File: src/rtl/cpu_runctl_pkg.sv
package cpu_runctl_pkg;

    localparam int unsigned POS_RUN   = 0;
    localparam int unsigned POS_STEP  = 1;
    localparam int unsigned POS_MASK  = 2;
    localparam int unsigned POS_SUSP  = 3;
    localparam int unsigned POS_PORF  = 4;
    localparam int unsigned POS_WDOGF = 6;
    localparam int unsigned POS_TOP   = 6;

    typedef struct packed {
        logic run;
        logic step;
        logic halt_pend;
    } seq_state_t;

    typedef struct packed {
        logic mask;
        logic susp;
    } irq_state_t;

    typedef struct packed {
        logic por_flag;
        logic wdog_flag;
    } cause_state_t;

endpackage

File: src/rtl/runctl_seq.sv
module runctl_seq
    import cpu_runctl_pkg::*;
(
    input  logic clk,
    input  logic rst_i,
    input  logic wr_en_i,
    input  logic step_wr_i,
    input  logic halt_i,
    input  logic instr_end_i,
    output logic run_o,
    output logic step_o
);

    seq_state_t st_d, st_q;

    always_comb begin
        st_d = st_q;
        if (rst_i) begin
            st_d.run       = 1'b1;
            st_d.step      = 1'b0;
            st_d.halt_pend = 1'b0;
        end else begin
            st_d.halt_pend = (st_q.halt_pend | halt_i) & ~instr_end_i;
            if (instr_end_i && (st_q.halt_pend || halt_i || st_q.step)) begin
                st_d.run = 1'b0;
            end
            if (wr_en_i) begin
                st_d.step = step_wr_i;
            end
        end
    end

    always_ff @(posedge clk) begin
        st_q <= st_d;
    end

    assign run_o  = st_q.run;
    assign step_o = st_q.step;

    AST_HALT_STOPS: assert property (@(posedge clk) disable iff (rst_i)
        (instr_end_i && (st_q.halt_pend || halt_i)) |=> !st_q.run);

    AST_RUN_NO_RISE: assert property (@(posedge clk) disable iff (rst_i)
        !st_q.run |=> !st_q.run);

    AST_STEP_STOPS: assert property (@(posedge clk) disable iff (rst_i)
        (instr_end_i && st_q.step) |=> !st_q.run);

endmodule

File: src/rtl/runctl_irq.sv
module runctl_irq
    import cpu_runctl_pkg::*;
(
    input  logic clk,
    input  logic rst_i,
    input  logic wr_en_i,
    input  logic susp_wr_i,
    input  logic di_i,
    input  logic ei_i,
    input  logic reti_i,
    input  logic irq_i,
    output logic mask_o,
    output logic susp_o
);

    irq_state_t st_d, st_q;

    always_comb begin
        st_d = st_q;
        if (rst_i) begin
            st_d.mask = 1'b0;
            st_d.susp = 1'b0;
        end else begin
            if (di_i) begin
                st_d.mask = 1'b0;
            end else if (ei_i || reti_i) begin
                st_d.mask = 1'b1;
            end
            if (irq_i) begin
                st_d.susp = 1'b0;
            end else if (wr_en_i) begin
                st_d.susp = susp_wr_i;
            end
        end
    end

    always_ff @(posedge clk) begin
        st_q <= st_d;
    end

    assign mask_o = st_q.mask;
    assign susp_o = st_q.susp;

    AST_MASK_HOLD: assert property (@(posedge clk) disable iff (rst_i)
        !(di_i || ei_i || reti_i) |=> $stable(st_q.mask));

    AST_DI_WINS: assert property (@(posedge clk) disable iff (rst_i)
        di_i |=> !st_q.mask);

    AST_IRQ_WAKES: assert property (@(posedge clk) disable iff (rst_i)
        irq_i |=> !st_q.susp);

endmodule

File: src/rtl/cpu_runctl.sv
module cpu_runctl
    import cpu_runctl_pkg::*;
#(
    parameter int unsigned REG_W = 8
) (
    input  logic             clk,
    input  logic             por_rst_i,
    input  logic             wdog_rst_i,
    input  logic             wr_en_i,
    input  logic [REG_W-1:0] wr_data_i,
    input  logic             halt_i,
    input  logic             instr_end_i,
    input  logic             di_i,
    input  logic             ei_i,
    input  logic             reti_i,
    input  logic             irq_i,
    output logic             run_o,
    output logic [REG_W-1:0] rd_data_o
);

    localparam int unsigned MIN_W = POS_TOP + 1;

    generate
        if (REG_W < MIN_W) begin : g_bad_width
            initial $error("cpu_runctl: REG_W too small");
        end
    endgenerate

    logic         rst_any;
    logic         run_bit, step_bit, mask_bit, susp_bit;
    cause_state_t cz_d, cz_q;

    assign rst_any = por_rst_i | wdog_rst_i;

    runctl_seq u_seq (
        .clk         (clk),
        .rst_i       (rst_any),
        .wr_en_i     (wr_en_i),
        .step_wr_i   (wr_data_i[POS_STEP]),
        .halt_i      (halt_i),
        .instr_end_i (instr_end_i),
        .run_o       (run_bit),
        .step_o      (step_bit)
    );

    runctl_irq u_irq (
        .clk       (clk),
        .rst_i     (rst_any),
        .wr_en_i   (wr_en_i),
        .susp_wr_i (wr_data_i[POS_SUSP]),
        .di_i      (di_i),
        .ei_i      (ei_i),
        .reti_i    (reti_i),
        .irq_i     (irq_i),
        .mask_o    (mask_bit),
        .susp_o    (susp_bit)
    );

    always_comb begin
        cz_d = cz_q;
        if (por_rst_i) begin
            cz_d.por_flag  = 1'b1;
            cz_d.wdog_flag = 1'b0;
        end else if (wdog_rst_i) begin
            cz_d.por_flag  = 1'b0;
            cz_d.wdog_flag = 1'b1;
        end
    end

    always_ff @(posedge clk) begin
        cz_q <= cz_d;
    end

    always_comb begin
        rd_data_o            = '0;
        rd_data_o[POS_RUN]   = run_bit;
        rd_data_o[POS_STEP]  = step_bit;
        rd_data_o[POS_MASK]  = mask_bit;
        rd_data_o[POS_SUSP]  = susp_bit;
        rd_data_o[POS_PORF]  = cz_q.por_flag;
        rd_data_o[POS_WDOGF] = cz_q.wdog_flag;
    end

    assign run_o = run_bit & ~susp_bit;

    AST_CAUSE_EXCL: assert property (@(posedge clk) disable iff (rst_any)
        !(cz_q.por_flag && cz_q.wdog_flag));

    AST_FLAGS_HOLD: assert property (@(posedge clk) disable iff (rst_any)
        wr_en_i |=> $stable({cz_q.por_flag, cz_q.wdog_flag}));

endmodule

File: config.mk
export PLATFORM = sky130hd
export DESIGN_NAME = cpu_runctl
export DESIGN_NICKNAME = d
export VERILOG_FILES = /design/src/rtl/cpu_runctl_pkg.sv /design/src/rtl/runctl_seq.sv /design/src/rtl/runctl_irq.sv /design/src/rtl/cpu_runctl.sv
export SDC_FILE = /design/constraint.sdc
export NUM_CORES = 1
export LEC_CHECK = 0
export ABC_AREA = 1
export BUFFER_PORTS_ARGS = -buffer_cell sky130_fd_sc_hd__buf_2
export CORE_AREA = 2 2 39 41
export CTS_BUF_LIST = sky130_fd_sc_hd__clkbuf_4
export CTS_CLUSTER_DIAMETER = 40
export CTS_CLUSTER_SIZE = 25
export DETAILED_ROUTE_END_ITERATION = 12
export DIE_AREA = 0 0 41 43
export PLACE_DENSITY = 0.67
export SETUP_SLACK_MARGIN = 0.02
export SLEW_MARGIN = 20
export SYNTH_ARGS = -nofsm -noshare
export SYNTH_HDL_FRONTEND = slang
export SYNTH_SLANG_ARGS = --single-unit
File: constraint.sdc
create_clock -name clk -period 0.8 [get_ports clk]
set_input_delay 0.08 -clock clk [delete_from_list [all_inputs] [get_ports clk]]
set_output_delay 0.08 -clock clk [all_outputs]
set_load 0.02 [all_outputs]
==> metrics.txt, run 1 <==
outcome finished, violations left; failing checks setup timing; crit end category primary output; # setup viols final 4; Synth cell types 14; Initial Util 0.223; slowest CP cell dfxtp_2; RSZ-0062 raised after global routing true; Die Area roughly 0.0018 mm²; Cell Area, Placed 389 µm²; maximum clock path buffer count 2; Residual DRC 0; R2R Setup Slk 0 ns; DR pass1 iterations 2; count of final hold-check violations 0; WL/cell 8.35 µm; Compound-Gate Fraction of Synth Area 0.0729; core region area 0.00138 mm²; PortBufs 18; Final #Nets 81; Vias per Instance about 3.9; GP Congestion 0.570; largest net degree at the start of global routing 5; final worst-path cycle share 1.18; Min-Delay Path Class in2reg; via count 301; Worst EP arrival around 0.86 ns; CTS H-tree depth 1; clk slew on worst S/H paths 0.05 ns; max-cap violations 0; cell family with most CP delay flip-flops; non-filler cells, final 78; crit path launch type flop; CP Max Fanout 2; Total GRT Usage 0.0856; Worst Clk Skew 0.00177 ns; Tmin final 0.942 ns; initial antenna violation count 0; crit-path most repeated cell buf_6; pre-CTS setup slack -0.000728 ns; Avg Inst Size Synth 7.54 µm²; Area Growth Syn to Fin 62.3%; final setup TNS -0.344 ns; global route overflow 0; CTS root buffer clkbuf_4; share of cells above drive strength 1 0.581; fmax 1060 MHz; CTS tree done; peak supply drop 766 µV; register area share after synthesis 0.453; number of synthesis warnings 0; post-DP HPWL 490 µm; Inserted Clock Buffers 3; DRT iter0 DRCs 3; PwrDens 1800 mW/mm²; Die Ht 43 µm; post-synthesis mux area share 0; CP Data Required Time 0.72 ns; flops & latches, synth 7; main combinational cell family by area after synthesis simple AND/OR/NAND/NOR gates; clock network latency to the later pin of the worst-skew pair 0.25 ns; Critical path buffers and inverters 2; placed cell count between 70 and 80; clock sink count 7; row cnt 14; Max Slew Vio Count 0; simple-gate portion of the synthesized area 0.255; first-pass GRT wire length 917 µm; antenna-violating nets left 0; Critical Path, Cell by Cell buf_6, nor2_4, buf_6; peak per-stage delay on the critical path 0.32 ns; Post-Synthesis Cells 41; XOR/XNOR share of the synthesized area 0; final WL 651 µm; synthesized area approximately 310 µm²; DIE WIDTH 41 µm; number of global-route vias before repair 250; Lkg Pwr 0.262 nW; I/O Pins 27; final non-filler cell area 502 µm²; critical path class reg2out; post-synthesis adder-cell area fraction 0; Setup WS post-layout -0.142 ns; antenna cells 0
[worst reg2reg max path: stages, from the launching register on]
cell and delay [ns]:
dfxtp_2 0.32, or2_4 0.21, o21a_1 0.16
[routing by layer]
layer	GRT usage	up-vias	wire length, µm
met2	0.128	10	365
met1	0.0747	134	249
met4	0.0800	0	0
met3	0.0471	0	36
met5	0	-	0
li1	-	157	-
[cells in the mapped netlist (all sizes together)]
master	instances	area share
conb	1	0.012
nand2	7	0.093
dfxtp	7	0.45
a21oi	1	0.016
o21a	1	0.024
inv	5	0.061
or2	3	0.061
o21ai	2	0.032
nor2	7	0.085
buf	6	0.15
nor3	1	0.016
[stage by stage]
stage | hold WS [ns] | util | total power [W]
2_1_floorplan | 0.152 | - | 0.000469
3_3_place_gp | 0.269 | 0.281 | 0.000504
3_5_place_dp | 0.266 | 0.281 | 0.000506
4_1_cts | 0.0308 | 0.363 | 0.000928
5_1_grt | 0.0322 | 0.363 | 0.000968
6_report | 0.0450 | 0.363 | 0.000905
[final cells by class]
cell class | count | area, µm²
Tap cell | 16 | 20.0
Clock buffer | 4 | 30.0
Sequential cell | 7 | 148
Multi-Input combinational cell | 24 | 119
Fill cell | 161 | 882
Timing Repair Buffer | 22 | 166
Inverter | 5 | 18.8
[path summary, 6_finish.rpt]
path,cells past startpoint,endpoint,from
hold reg to reg,2,rd_data_o[4]$_SDFFE_PP1P_,rd_data_o[4]$_SDFFE_PP1P_
setup reg to reg,2,u_irq.mask_o$_SDFFE_PP0P_,u_irq.mask_o$_SDFFE_PP0P_
hold / removal,2,u_irq.mask_o$_SDFFE_PP0P_,ei_i
setup / recovery,3,run_o,u_irq.susp_o$_SDFFE_PP0P_
[report_power, final]
group / internal [W] / switching [W] / leakage, nW
clock network: 0.000225 / 0.000142 / 0.0184
logic: 0.0000839 / 0.0000774 / 0.185
registers: 0.000368 / 0.00000914 / 0.0585
total: 0.000677 / 0.000228 / 0.262
[registers in the layout (all words and copies together), names as in the netlist]
| register | cells |
|---|---|
| rd_data_o | 2 |
| u_irq.mask_o | 1 |
| u_irq.susp_o | 1 |
| u_seq.run_o | 1 |
| u_seq.st_q | 1 |
| u_seq.step_o | 1 |
[cells in the final DEF, fill, tap and decap left out, types with 2 or more instances in the layout]
| cell | n |
|---|---|
| buf_2 | 12 |
| inv_1 | 3 |
| inv_2 | 2 |
| buf_6 | 7 |
| clkbuf_4 | 4 |
| dfxtp_2 | 6 |
| conb_1 | 2 |
| dlygate4sd3_1 | 2 |
| nand2_1 | 6 |
| nor2_1 | 6 |
[kinds of logic (layout without fill, tap and decap cells)]
family | count (synthesis) | in the layout
AOI/OAI and AO/OA | 4 | 4
buffers and inverters | 11 | 31
DFF | 7 | 7
other | 1 | 2
and+or+nand+nor | 18 | 18
[timing repair]
item | CTS | global route
hold buffers | 2 | 0
gates resized for setup | 21 | 0
endpoints found under the setup margin | 9 | 9
buffers inserted | 1 | 0
pin swaps | 2 | 0
endpoints found under the hold margin | 2 | 0
Note: power is estimated with default switching activity, not from simulation.
==> run 2, diff against run 1 <==
--- a/config.mk
+++ b/config.mk
@@ -14,6 +14,7 @@
 export DETAILED_ROUTE_END_ITERATION = 12
 export DIE_AREA = 0 0 41 43
 export PLACE_DENSITY = 0.67
+export REMOVE_ABC_BUFFERS = 1
 export SETUP_SLACK_MARGIN = 0.02
 export SLEW_MARGIN = 20
 export SYNTH_ARGS = -nofsm -noshare
==> metrics.txt, run 2 (synthesis gave the netlist of run 1 again) <==
Die Area 0.00176 mm²; CP Data Required Time ~0.72 ns; via count approximately 290; CP startpoint u_irq.susp_o$_SDFFE_PP0P_; PortBufs 18; DR pass1 iterations 5; Worst EP arrival roughly 0.85 ns; Critical Path, Cell by Cell buf_6, nor2_4, buf_6; commonest non-fill, non-tap cell in the layout buf_2; Initial Util 0.223; core region area 0.00138 mm²; peak per-stage delay on the critical path 0.31 ns; clock network latency to the later pin of the worst-skew pair 0.24 ns; outcome finished, violations left; DRT iter0 DRCs 1; R2R Setup Slk 0 ns; Tmin final 0.930 ns; crit end category primary output; row cnt 14; Storage cell area 148 µm²; most frequent cells in the layout 12 x buf_2, 7 x buf_6, 6 x nand2_1, 6 x dfxtp_2, 5 x nor2_1; RSZ-0062 raised after global routing true; Min-Delay Path Class in2reg; Worst Clk Skew 0.00299 ns; Final #Nets 80; I/O Pins 27; clock sink count 7; final worst-path cycle share 1.16; Vias per Instance ~3.8; fmax approximately 1100 MHz; pre-CTS setup slack -0.0559 ns; CTS tree done; cell depth of the worst flop-to-flop path 2; placed cell count 71; max reg flops 2; CTS H-tree depth 1; non-filler cells, final 77; Fillers 153; antenna-violating nets left 0; crit path capture run_o; GP Congestion about 0.63; Die Ht roughly 43 µm; clk slew on worst S/H paths about 0.050 ns; largest net degree at the start of global routing 5; global route overflow 0; slowest CP cell dfxtp_2; HP Start por_rst_i; max-cap violations 0; number of global-route vias before repair 240; Inserted Clock Buffers 3; Area Growth Syn to Fin 61.1%; critical path class reg2out; maximum clock path buffer count 2; Cell Area, Placed between 300 and 400 µm²; Total GRT Usage 0.0804; post-DP HPWL 460 µm; CTS root buffer clkbuf_4; Setup WS post-layout -0.130 ns; Lkg Pwr between 0.2 and 0.3 nW; count of final hold-check violations 0; final non-filler cell area 498 µm²; worst r2r src u_irq.mask_o$_SDFFE_PP0P_; reg-to-reg endpoint u_irq.mask_o$_SDFFE_PP0P_; DIE WIDTH 41 µm; first-pass GRT wire length 910 µm; crit path launch type flop; WL/cell 7.52 µm; antenna cells 0; # setup viols final 4; CP Max Fanout 2; initial antenna violation count 0; Residual DRC 0; area taken by multi-input logic gates 125 µm²; Power Total 0.000886 W; crit-path most repeated cell buf_6; PwrDens between 1500 and 2000 mW/mm²; final WL 579 µm; Max Slew Vio Count 0; peak supply drop 713 µV; failing checks setup timing; share of cells above drive strength 1 0.623; Layout Utilization 0.360
## run 2: critical path: cells and delay by family (launching register included)
kind                   cells  cell delay [ns]
buffers and inverters      2             0.22
flip-flops                 1             0.31
AND/OR/NAND/NOR            1             0.07
## run 2: repair_timing
action | 4_1_cts | 5_1_grt
resized for setup | 20 | 5
setup buffers | 1 | 0
hold buffers | 1 | 0
pin swaps | 3 | 1
hold endpoints to repair | 1 | 0
setup endpoints to repair | 9 | 10
## run 2: worst min path at each step
stage | cells after the start | endpoint | slack (ns)
floorplan | 1 | rd_data_o[6]$_SDFFE_PP0P_ | 0.15
global placement | 2 | u_seq.st_q[0]$_SDFF_PP0_ | 0.26
detailed placement | 2 | u_seq.st_q[0]$_SDFF_PP0_ | 0.27
CTS | 2 | rd_data_o[6]$_SDFFE_PP0P_ | 0.02
global route | 2 | rd_data_o[6]$_SDFFE_PP0P_ | 0.02
finish | 2 | rd_data_o[6]$_SDFFE_PP0P_ | 0.03
## run 2: cell type report
class / instances / share of cell area
tap: 16 / 0.0402
multi-input combinational: 24 / 0.251
timing repair buffer: 21 / 0.314
clock buffer: 4 / 0.0603
inverter: 5 / 0.0377
sequential: 7 / 0.296
## run 2: where the power goes
part           leakage [nW]  switching [W]  internal [W]
Sequential           0.0585     0.00000927      0.000368
Combinational         0.182      0.0000780     0.0000823
Clock                0.0184       0.000124      0.000224
Total                 0.259       0.000212      0.000674
## run 2: layer usage
| layer | vias to the layer above | track usage | routed length [µm] |
|---|---|---|---|
| li1 | 155 | - | - |
| met1 | 124 | 0.0968 | 226 |
| met2 | 10 | 0.109 | 314 |
| met3 | 0 | 0.0314 | 37 |
| met4 | 0 | 0.0600 | 0 |
| met5 | - | 0 | 0 |
## run 2: stage by stage
step	TNS [ns]	hold slack (ns)
6_report	-0.306	0.0289
4_1_cts	-0.397	0.0179
5_1_grt	-0.469	0.0191
3_3_place_gp	-0.0339	0.264
3_5_place_dp	-0.0559	0.266
2_1_floorplan	-0.247	0.152
